===== src/rtl/adc_fe_pkg.sv =====
package adc_fe_pkg;
    typedef enum logic [1:0] {
        ST_OFF,
        ST_TRACK,
        ST_CONV,
        ST_READ
    } fe_state_t;
endpackage


===== src/rtl/adc_fe_edge.sv =====
module adc_fe_edge #(
    parameter int N = 2,
    parameter logic [N-1:0] RST_VAL = '0
) (
    input  logic         clk,
    input  logic         rst_n,
    input  logic [N-1:0] sig,
    output logic [N-1:0] rise,
    output logic [N-1:0] fall
);
    logic [N-1:0] prev_q;

    always_ff @(posedge clk or negedge rst_n) begin
        if (!rst_n) prev_q <= RST_VAL;
        else        prev_q <= sig;
    end

    assign rise = sig & ~prev_q;
    assign fall = ~sig & prev_q;
endmodule


===== src/rtl/adc_fe_sar.sv =====
module adc_fe_sar #(
    parameter int W = 12
) (
    input  logic         clk,
    input  logic         rst_n,
    input  logic         start,
    input  logic         step,
    input  logic         abort,
    input  logic         cmp,
    output logic [W-1:0] code,
    output logic         busy,
    output logic         done
);
    localparam int PW = (W > 1) ? $clog2(W) : 1;

    logic [PW-1:0] ptr_q;

    always_ff @(posedge clk or negedge rst_n) begin
        if (!rst_n) begin
            code  <= '0;
            ptr_q <= '0;
            busy  <= 1'b0;
            done  <= 1'b0;
        end else begin
            done <= 1'b0;
            if (abort) begin
                busy <= 1'b0;
                code <= '0;
            end else if (start) begin
                code  <= {1'b1, {(W-1){1'b0}}};
                ptr_q <= PW'(W-1);
                busy  <= 1'b1;
            end else if (busy && step) begin
                code[ptr_q] <= cmp;
                if (ptr_q != '0) begin
                    code[ptr_q - 1'b1] <= 1'b1;
                    ptr_q <= ptr_q - 1'b1;
                end else begin
                    busy <= 1'b0;
                    done <= 1'b1;
                end
            end
        end
    end

    AST_DONE_ONE_CYCLE: assert property (@(posedge clk) disable iff (!rst_n)
        done |=> !done);
    AST_START_LOADS_MSB: assert property (@(posedge clk) disable iff (!rst_n)
        (start && !abort) |=> (code == {1'b1, {(W-1){1'b0}}}));
    AST_ABORT_NO_DONE: assert property (@(posedge clk) disable iff (!rst_n)
        abort |=> !done);
endmodule


===== src/rtl/adc_fe_frame.sv =====
module adc_fe_frame #(
    parameter int W     = 12,
    parameter int LEAD  = 3,
    parameter int CNT_W = 5
) (
    input  logic [CNT_W-1:0] fcnt,
    input  logic             chid,
    input  logic [W-1:0]     code,
    input  logic             blank,
    output logic             bit_out
);
    localparam int LEN = LEAD + 1 + W;
    localparam int IW  = (W > 1) ? $clog2(W) : 1;

    always_comb begin
        int k;
        k = int'(fcnt);
        if (blank || k == 0)   bit_out = 1'b0;
        else if (k <= LEAD)    bit_out = 1'b1;
        else if (k == LEAD+1)  bit_out = chid;
        else if (k <= LEN)     bit_out = code[IW'(LEN - k)];
        else                   bit_out = 1'b0;
    end
endmodule


===== src/rtl/adc_fe_top.sv =====
module adc_fe_top
    import adc_fe_pkg::*;
#(
    parameter int DATA_W          = 12,
    parameter int LEAD_ONES       = 3,
    parameter int EXT_SAMPLE_FALL = 2
) (
    input  logic              clk,
    input  logic              rst_n,
    input  logic              sel_n,
    input  logic              sclk,
    input  logic              cmp_in,
    output logic [DATA_W-1:0] dac_code,
    output logic              track,
    output logic              osc_en,
    output logic              dout,
    output logic              dout_oe,
    output logic              shdn,
    output logic              chan_sel,
    output logic              conv_done
);
    localparam int FRAME_LEN = LEAD_ONES + 1 + DATA_W;
    localparam int CNT_W     = $clog2(FRAME_LEN + 4);

    fe_state_t        state_q, state_d;
    logic             int_mode_q, chan_q, track_q;
    logic [CNT_W-1:0] fcnt_q;
    logic [1:0]       rise_v, fall_v;
    logic             sel_fall, sel_rise, sclk_fall;
    logic             sar_start, sar_step, sar_abort, sar_busy, sar_done;
    logic             blank, count_en;

    adc_fe_edge #(.N(2), .RST_VAL(2'b10)) u_edge (
        .clk(clk), .rst_n(rst_n), .sig({sel_n, sclk}),
        .rise(rise_v), .fall(fall_v)
    );
    assign sel_rise  = rise_v[1];
    assign sel_fall  = fall_v[1];
    assign sclk_fall = fall_v[0];

    assign sar_start = (state_q == ST_TRACK) && sclk_fall && !sel_rise &&
                       (int_mode_q || fcnt_q == CNT_W'(EXT_SAMPLE_FALL - 1));
    assign sar_step  = (state_q == ST_CONV) && (int_mode_q || sclk_fall);
    assign sar_abort = sel_rise && (state_q != ST_OFF);

    adc_fe_sar #(.W(DATA_W)) u_sar (
        .clk(clk), .rst_n(rst_n), .start(sar_start), .step(sar_step),
        .abort(sar_abort), .cmp(cmp_in), .code(dac_code),
        .busy(sar_busy), .done(sar_done)
    );

    // state register
    always_ff @(posedge clk or negedge rst_n) begin
        if (!rst_n) state_q <= ST_OFF;
        else        state_q <= state_d;
    end

    // next state
    always_comb begin
        state_d = state_q;
        unique case (state_q)
            ST_OFF:   if (sel_fall) state_d = ST_TRACK;
            ST_TRACK: if (sel_rise) state_d = ST_OFF;
                      else if (sar_start) state_d = ST_CONV;
            ST_CONV:  if (sel_rise) state_d = ST_OFF;
                      else if (sar_done) state_d = ST_READ;
            ST_READ:  if (sel_rise) state_d = ST_OFF;
            default:  state_d = ST_OFF;
        endcase
    end

    assign count_en = !((state_q == ST_CONV) && int_mode_q);

    // per-cycle context: mode, channel, fall count, track switch
    always_ff @(posedge clk or negedge rst_n) begin
        if (!rst_n) begin
            int_mode_q <= 1'b0;
            chan_q     <= 1'b0;
            fcnt_q     <= '0;
            track_q    <= 1'b0;
        end else begin
            if (state_q == ST_OFF) begin
                fcnt_q <= '0;
                if (sel_fall) begin
                    int_mode_q <= sclk;
                    track_q    <= 1'b1;
                end
            end else if (sel_rise) begin
                chan_q  <= ~chan_q;
                track_q <= 1'b0;
            end else begin
                if (sclk_fall && count_en && fcnt_q != '1)
                    fcnt_q <= fcnt_q + 1'b1;
                if (sar_start)
                    track_q <= 1'b0;
            end
        end
    end

    assign blank = int_mode_q && (state_q == ST_CONV);

    adc_fe_frame #(.W(DATA_W), .LEAD(LEAD_ONES), .CNT_W(CNT_W)) u_frame (
        .fcnt(fcnt_q), .chid(chan_q), .code(dac_code),
        .blank(blank), .bit_out(dout)
    );

    // outputs
    always_comb begin
        shdn      = (state_q == ST_OFF);
        dout_oe   = (state_q != ST_OFF);
        osc_en    = (state_q == ST_CONV) && int_mode_q && sar_busy;
        track     = track_q;
        chan_sel  = chan_q;
        conv_done = sar_done;
    end

    AST_HIZ_DESELECTED: assert property (@(posedge clk) disable iff (!rst_n)
        (sel_n && $past(sel_n)) |-> !dout_oe);
    AST_NO_TRACK_IN_SHDN: assert property (@(posedge clk) disable iff (!rst_n)
        shdn |-> !track);
    AST_OSC_AFTER_TRACK: assert property (@(posedge clk) disable iff (!rst_n)
        osc_en |-> !track);
    AST_CHAN_HELD: assert property (@(posedge clk) disable iff (!rst_n)
        (!shdn && !sel_n) |=> $stable(chan_sel));
    AST_DOUT_ON_FALL: assert property (@(posedge clk) disable iff (!rst_n)
        (!shdn && !$past(shdn) && dout != $past(dout)) |->
        ($past(sclk_fall) || $past(sar_done)));
endmodule


===== config.mk =====
export PLATFORM = sky130hd
export DESIGN_NAME = adc_fe_top
export DESIGN_NICKNAME = d
export VERILOG_FILES = /design/src/rtl/adc_fe_pkg.sv /design/src/rtl/adc_fe_edge.sv /design/src/rtl/adc_fe_sar.sv /design/src/rtl/adc_fe_frame.sv /design/src/rtl/adc_fe_top.sv
export SDC_FILE = /design/constraint.sdc
export NUM_CORES = 1
export LEC_CHECK = 0
export ABC_CLOCK_PERIOD_IN_PS = 2590
export BUFFER_PORTS_ARGS = -buffer_cell sky130_fd_sc_hd__buf_2
export CORE_MARGIN = 5
export CORE_UTILIZATION = 58
export CTS_CLUSTER_DIAMETER = 100
export DETAILED_ROUTE_END_ITERATION = 8
export GPL_TIMING_DRIVEN = 0
export PLACE_DENSITY = 0.87
export SLEW_MARGIN = 5
export SYNTH_ARGS = -nofsm -noshare
export SYNTH_HDL_FRONTEND = slang
export SYNTH_SLANG_ARGS = --single-unit
export TNS_END_PERCENT = 20

===== constraint.sdc =====
create_clock -name clk -period 2.59 [get_ports clk]
set_input_delay 0.1295 -clock clk [delete_from_list [all_inputs] [get_ports clk]]
set_output_delay 0.1295 -clock clk [all_outputs]
set_load 0.005 [all_outputs]

# Word level (Yosys, flattened, before mapping)
# Cells that the tools add are included.
# op_classes
n_addsub	3
multipliers	0
n_div	0
order_cmp	7
n_eq_ne	12
n_shift	0
muxes	41
bitwise_logic	8
reduce_logical	33
# op_table
operator	count
two-way mux 12 bit	4
two-way mux 1 bit	20
two-way mux 5 bit	3
bitwise mux 12 bit	1
logical AND 1 bit	12
two-way mux 2 bit	6
two-way mux 4 bit	3
OR 12 bit	1
less-than comparator 4 x 5 -> 1 bit (second input constant)	2
AND reduction 2 bit	5
demux 1 bit (select 4 bit)	2
greater-or-equal comparator 4 x 1 -> 1 bit (second input constant)	2
case mux 2 bit (4 select lines)	1
nonzero test 2 bit	4
less-than comparator 4 x 6 -> 1 bit (second input constant)	1
!= test 3 bit (second input constant)	2
nonzero test 3 bit	2
adder 5 x 1 -> 5 bit (second input constant)	1
equality test 5 x 1 -> 1 bit (second input constant)	1
equality test 5 x 4 -> 1 bit (second input constant)	1
<= comparator 5 x 2 -> 1 bit (second input constant)	1
<= comparator 5 bit (second input constant)	1
logical NOT 5 bit	1
!= test 5 bit (second input constant)	1
17 further kinds	26
# word_totals
regBits	30
latchBits	0
ram_bits	0
romBits	0
out_inout_bits	19
mem_count	0

# Longest topological paths before layout
# logic_depth
word_depth	10
ltp_mapped	8
mapped_depth_nobuf	7

# By module
# Synthesis repeated with hierarchy kept, for this count alone.
# hier_totals
hier_cells	229
area_unflattened_um2	2165.8
# modules_own_cells
module	instances	cells_each	area_per_inst_um2	seq_area_each_um2
adc_fe_sar	1	139	1290.0	450.4
adc_fe_top	1	58	563.0	250.2
adc_fe_frame	1	26	226.5	0.0
adc_fe_edge	1	6	86.3	51.3

# Worst setup path before layout
# No wires, ideal clock.
# synth_timing
path_kind	register to output
from	reg fcnt_q[0]
to	out dout
t_arrival_ns	1.810
required_ns	2.461
path_slack_ns	0.651
path_stages_with_launch	8
path_buffers	1
path_cell_list	dfrtp_1 buf_6 inv_1 ha_1 mux4_1 mux2_2 a22o_1 a22o_1
# synth_between
elab_chain_len	8
word_cells_on_any_way	13
cone_classes	add/sub: 1; order compare: 2; eq/ne: 1; mux: 7; reduce/logical: 2
# synth_rtl
item	line_no	rtl
start: declaration	adc_fe_top.sv:27	logic [CNT_W-1:0] fcnt_q;
start signal: assignment	adc_fe_top.sv:93	fcnt_q <= fcnt_q + 1'b1;
subtractor 1 x 4 -> 4 bit	adc_fe_frame.sv:21	else if (k <= LEN) bit_out = code[IW'(LEN - k)];
binary-select mux 1 bit (select 4 bit)	adc_fe_frame.sv:21	
two-way mux 1 bit (implied by the code) (2 in a row)	adc_fe_frame.sv:21	
two-way mux 1 bit	adc_fe_frame.sv:21	
two-way mux 1 bit	adc_fe_frame.sv:20	else if (k == LEAD+1) bit_out = chid;
two-way mux 1 bit	adc_fe_frame.sv:19	else if (k <= LEAD) bit_out = 1'b1;
two-way mux 1 bit (*)	adc_fe_frame.sv:18	if (blank || k == 0) bit_out = 1'b0;
end: declaration	adc_fe_top.sv:16	output logic dout,
# Mark *: on every way between the ends. The rest lies on a longest branch, timed or not. The select of a mux whose other input is x is not followed.

# Worst setup path after layout
# Ends and elaborated chain as after synthesis.

==> summary.md <==
| Metric | Value |
|---|---|
| # IOs | `24` |
| CTS tree | `built` |
| Post-layout nets | `269` |
| Hold Vio Cnt, Final | `0` |
| Reg2reg end | `u_sar.code[9]` |
| Post-synth EDFFs | `0` |
| Worst Setup End Kind | `output port` |
| #FFs+latches synth | `30` |
| Area leader, netlist | `dfrtp_1` |
| Max Freq | `401 MHz` |
| Area Growth Syn to Fin | `14.0%` |
| Clk sink count | `30` |
| Post-synthesis cell area | `2020 sq um` |
| Final clock period utilization by the worst path | `96.3%` |
| Register area | `752 sq um` |
| Total Wirelength | `4720 um` |
| Pre-antenna DRT Iters | `4` |
| Clock buffer depth | `2` |
| Layout cells sized above 1 | `17.2%` |
| Kind of start point of the critical path | `flip-flop` |
| Hold crit path type | `input pin to flip-flop` |
| Port Buffer Count | `23` |
| Reg2Reg Setup Slack | `280 ps` |
| Setup-failing EPs final | `0` |
| Seq/Total Area, Yosys | `37.2%` |
| Final slew viol count | `0` |
| TNS Setup | `0 ps` |
| Synth Flop Type | `dfrtp_1` |
| Vias per Instance | `5.81` |
| Via count | `1756` |
| Largest net degree at the start of global routing | `31` |
| CP Class | `flip-flop to output port` |
| Warnings from Yosys | `0` |
| Number of global-route vias before repair | `1638` |
| Die area | `4770 sq um` |
| Cell mode on critical path | `a22o_1` |
| Worst r2r path cells | `8` |
| RSZ-0062 raised after global routing | `no` |
| Inserted Diodes | `0` |
| DP HPWL | `3240 um` |
| Min Clock Period, post-route | `2500 ps` |
| Initial antenna violation count | `0` |
| Final worst slack | `94.8 ps` |
| Mapped Nets | `235` |
| Slew @ Worst Pin | `680 ps` |
| Worst-Skew Late Latency | `340 ps` |
| Die Wd | `69.1 um` |
| Netlist cell types | `45` |
| Remaining antenna violation count | `0` |
| Post-synthesis average cell area | `9.15 sq um` |
| CTS Buf Count | `5` |
| Clock root buffer | `clkbuf_4` |
| CP max stage delay | `370 ps` |
| Lkg Pwr | `0.00111 uW` |
| CP Cell Sequence | `buf_6 > inv_1 > ha_4 > mux4_1 > mux2_2 > a22o_1 > a22o_1 > buf_2` |
| CP endpoint | `dout` |
| Synth top area cells | `dfrtp_1 36%, mux2i_1 5.9%, ha_1 5.6%` |
| Routability cong. | `0.866` |
| Global-route wire length before repair | `8070 um` |
| DR WL/cell | `15.6 um` |
| Yosys top cell area share | `35.9%` |
| MaxCap Viol Count | `0` |
| Footprint of the multi-input gates | `1170 sq um` |
| Core ar. | `3360 sq um` |
| Crit. Startpoint | `fcnt_q[0]` |
| Site Rows | `21` |
| Detailed Route Iter0 Violations | `101` |
| Rel. slew slack | `54.6%` |
| Synth Instances | `221` |
| Power per Cell Area | `873 nW/um^2` |
| Chip height | `69.1 um` |
| Overflow after GRT | `0` |
| DRC viols | `0` |
| RR Startpoint | `u_sar.ptr_q[0]` |
| Result of the run | `complete, no violations` |
| Layout fillers | `290` |
| Share of flip-flops with an asynchronous set or reset | `100%` |
| Max VDD drop | `0.000550 V` |
| Worst Skew | `5.53 ps` |
| Initial Utilization | `60.2%` |
| Slowest stage cell on the critical path | `dfrtp_1` |
| CTS H-tree depth | `2` |
| Clock-pin slew on the worst setup and hold paths | `100 ps` |
| Data required time of the critical path | `2460 ps` |
| Total Routing Usage GR | `20.8%` |
| WP data arrival | `2370 ps` |
| Crit-path max FO | `7` |
| Pre-CTS WS | `355 ps` |
==> cell families (layout without fill, tap and decap cells) <==
kind of cell,Yosys count,in the layout,share of synthesized area [%]
AOI/OAI and AO/OA,46,46,15.8
xor gates and xnor gates,6,6,2.60
adders and majority gates,9,9,5.57
buffers and inverters,26,61,5.75
DFF,30,30,37.2
muxes,18,18,11.5
and+or+nand+nor,86,86,21.6
==> sequential cells by signal, summed over array words and instances, names as in the netlist <==
signal	flops
u_sar.code	12
fcnt_q	5
u_sar.ptr_q	4
state_q	2
u_edge.prev_q	2
chan_sel	1
int_mode_q	1
track	1
u_sar.busy	1
u_sar.done	1
==> metal layers <==
metal,track usage (%),part of all wire (%),vias to the layer above
met5,0,0,-
met4,8.89,2.6,0
met3,4.80,5.4,15
met2,32.3,48,55
met1,27.6,44,827
li1,-,-,859
==> synth_stat cells (all sizes together), types with 6 or more instances <==
cell,count
mux2i,12
nand3,6
clkbuf,8
a21oi,7
dfrtp,29
a311oi,6
ha,9
nor2b,6
inv,13
nand2,21
nor2,26
nor3,7
o21ai,11
==> report_power, final <==
group | total (uW) | switching [uW] | internal, uW
clock | 306 | 175 | 131
sequential | 743 | 142 | 600
combinational | 964 | 535 | 429
==> worst max-delay path, delay by kind of cell (launching register included) <==
kind                     cells  cell delay [ps]
multiplexers                 2              570
buffers and inverters        3              350
adder cells (fa/ha/maj)      1              300
flip-flops                   1              370
AO/OA/AOI/OAI                2              440
==> worst min-delay path by stage <==
stage | from | endpoint | slack [ps] | cells after the start
6_report | cmp_in | u_sar.code[4] | 270 | 5
5_1_grt | cmp_in | u_sar.code[4] | 310 | 5
4_1_cts | cmp_in | u_sar.code[4] | 250 | 5
3_5_place_dp | rst_n | state_q[0] | 210 | 1
3_3_place_gp | rst_n | state_q[0] | 200 | 1
2_1_floorplan | rst_n | chan_sel | -170 | 0
==> metrics by stage <==
step	power [uW]	util [%]	cells	cell area, sq um	hold slack, ps
floorplan	1380	-	221	2020	-166
global placement	1650	65.3	290	2200	198
detailed placement	1680	65.3	290	2200	212
CTS	2000	68.3	301	2300	254
global route	2180	68.6	302	2310	314
finish	2010	68.6	302	2310	265
==> cell usage in the layout (no fill, tap or decap), drive strengths merged, types with 4 or more instances in the layout <==
cell / count
a21oi: 7
a311oi: 6
buf: 29
clkbuf: 15
dfrtp: 29
ha: 9
inv: 13
mux2i: 12
nand2: 21
nand2b: 5
nand3: 6
nand3b: 4
nor2: 26
nor2b: 6
nor3: 7
o211ai: 5
o21ai: 11
==> cell type report <==
cell class,instances,area share (%)
plain buffers,13,2.93
clock buffers,7,2.39
clock inverters,1,0.217
inverters,13,2.12
multi-input cells,165,50.6
flip-flops and latches,30,32.6
well taps,46,2.50
repair buffers,27,6.62
==> what timing repair did <==
action,CTS,global route
hold buffers,3,0
resized for setup,1,0
hold endpoints to repair,31,0
buffers inserted,0,1
setup endpoints to repair,1,1
Power figures use the tool's default switching activity.
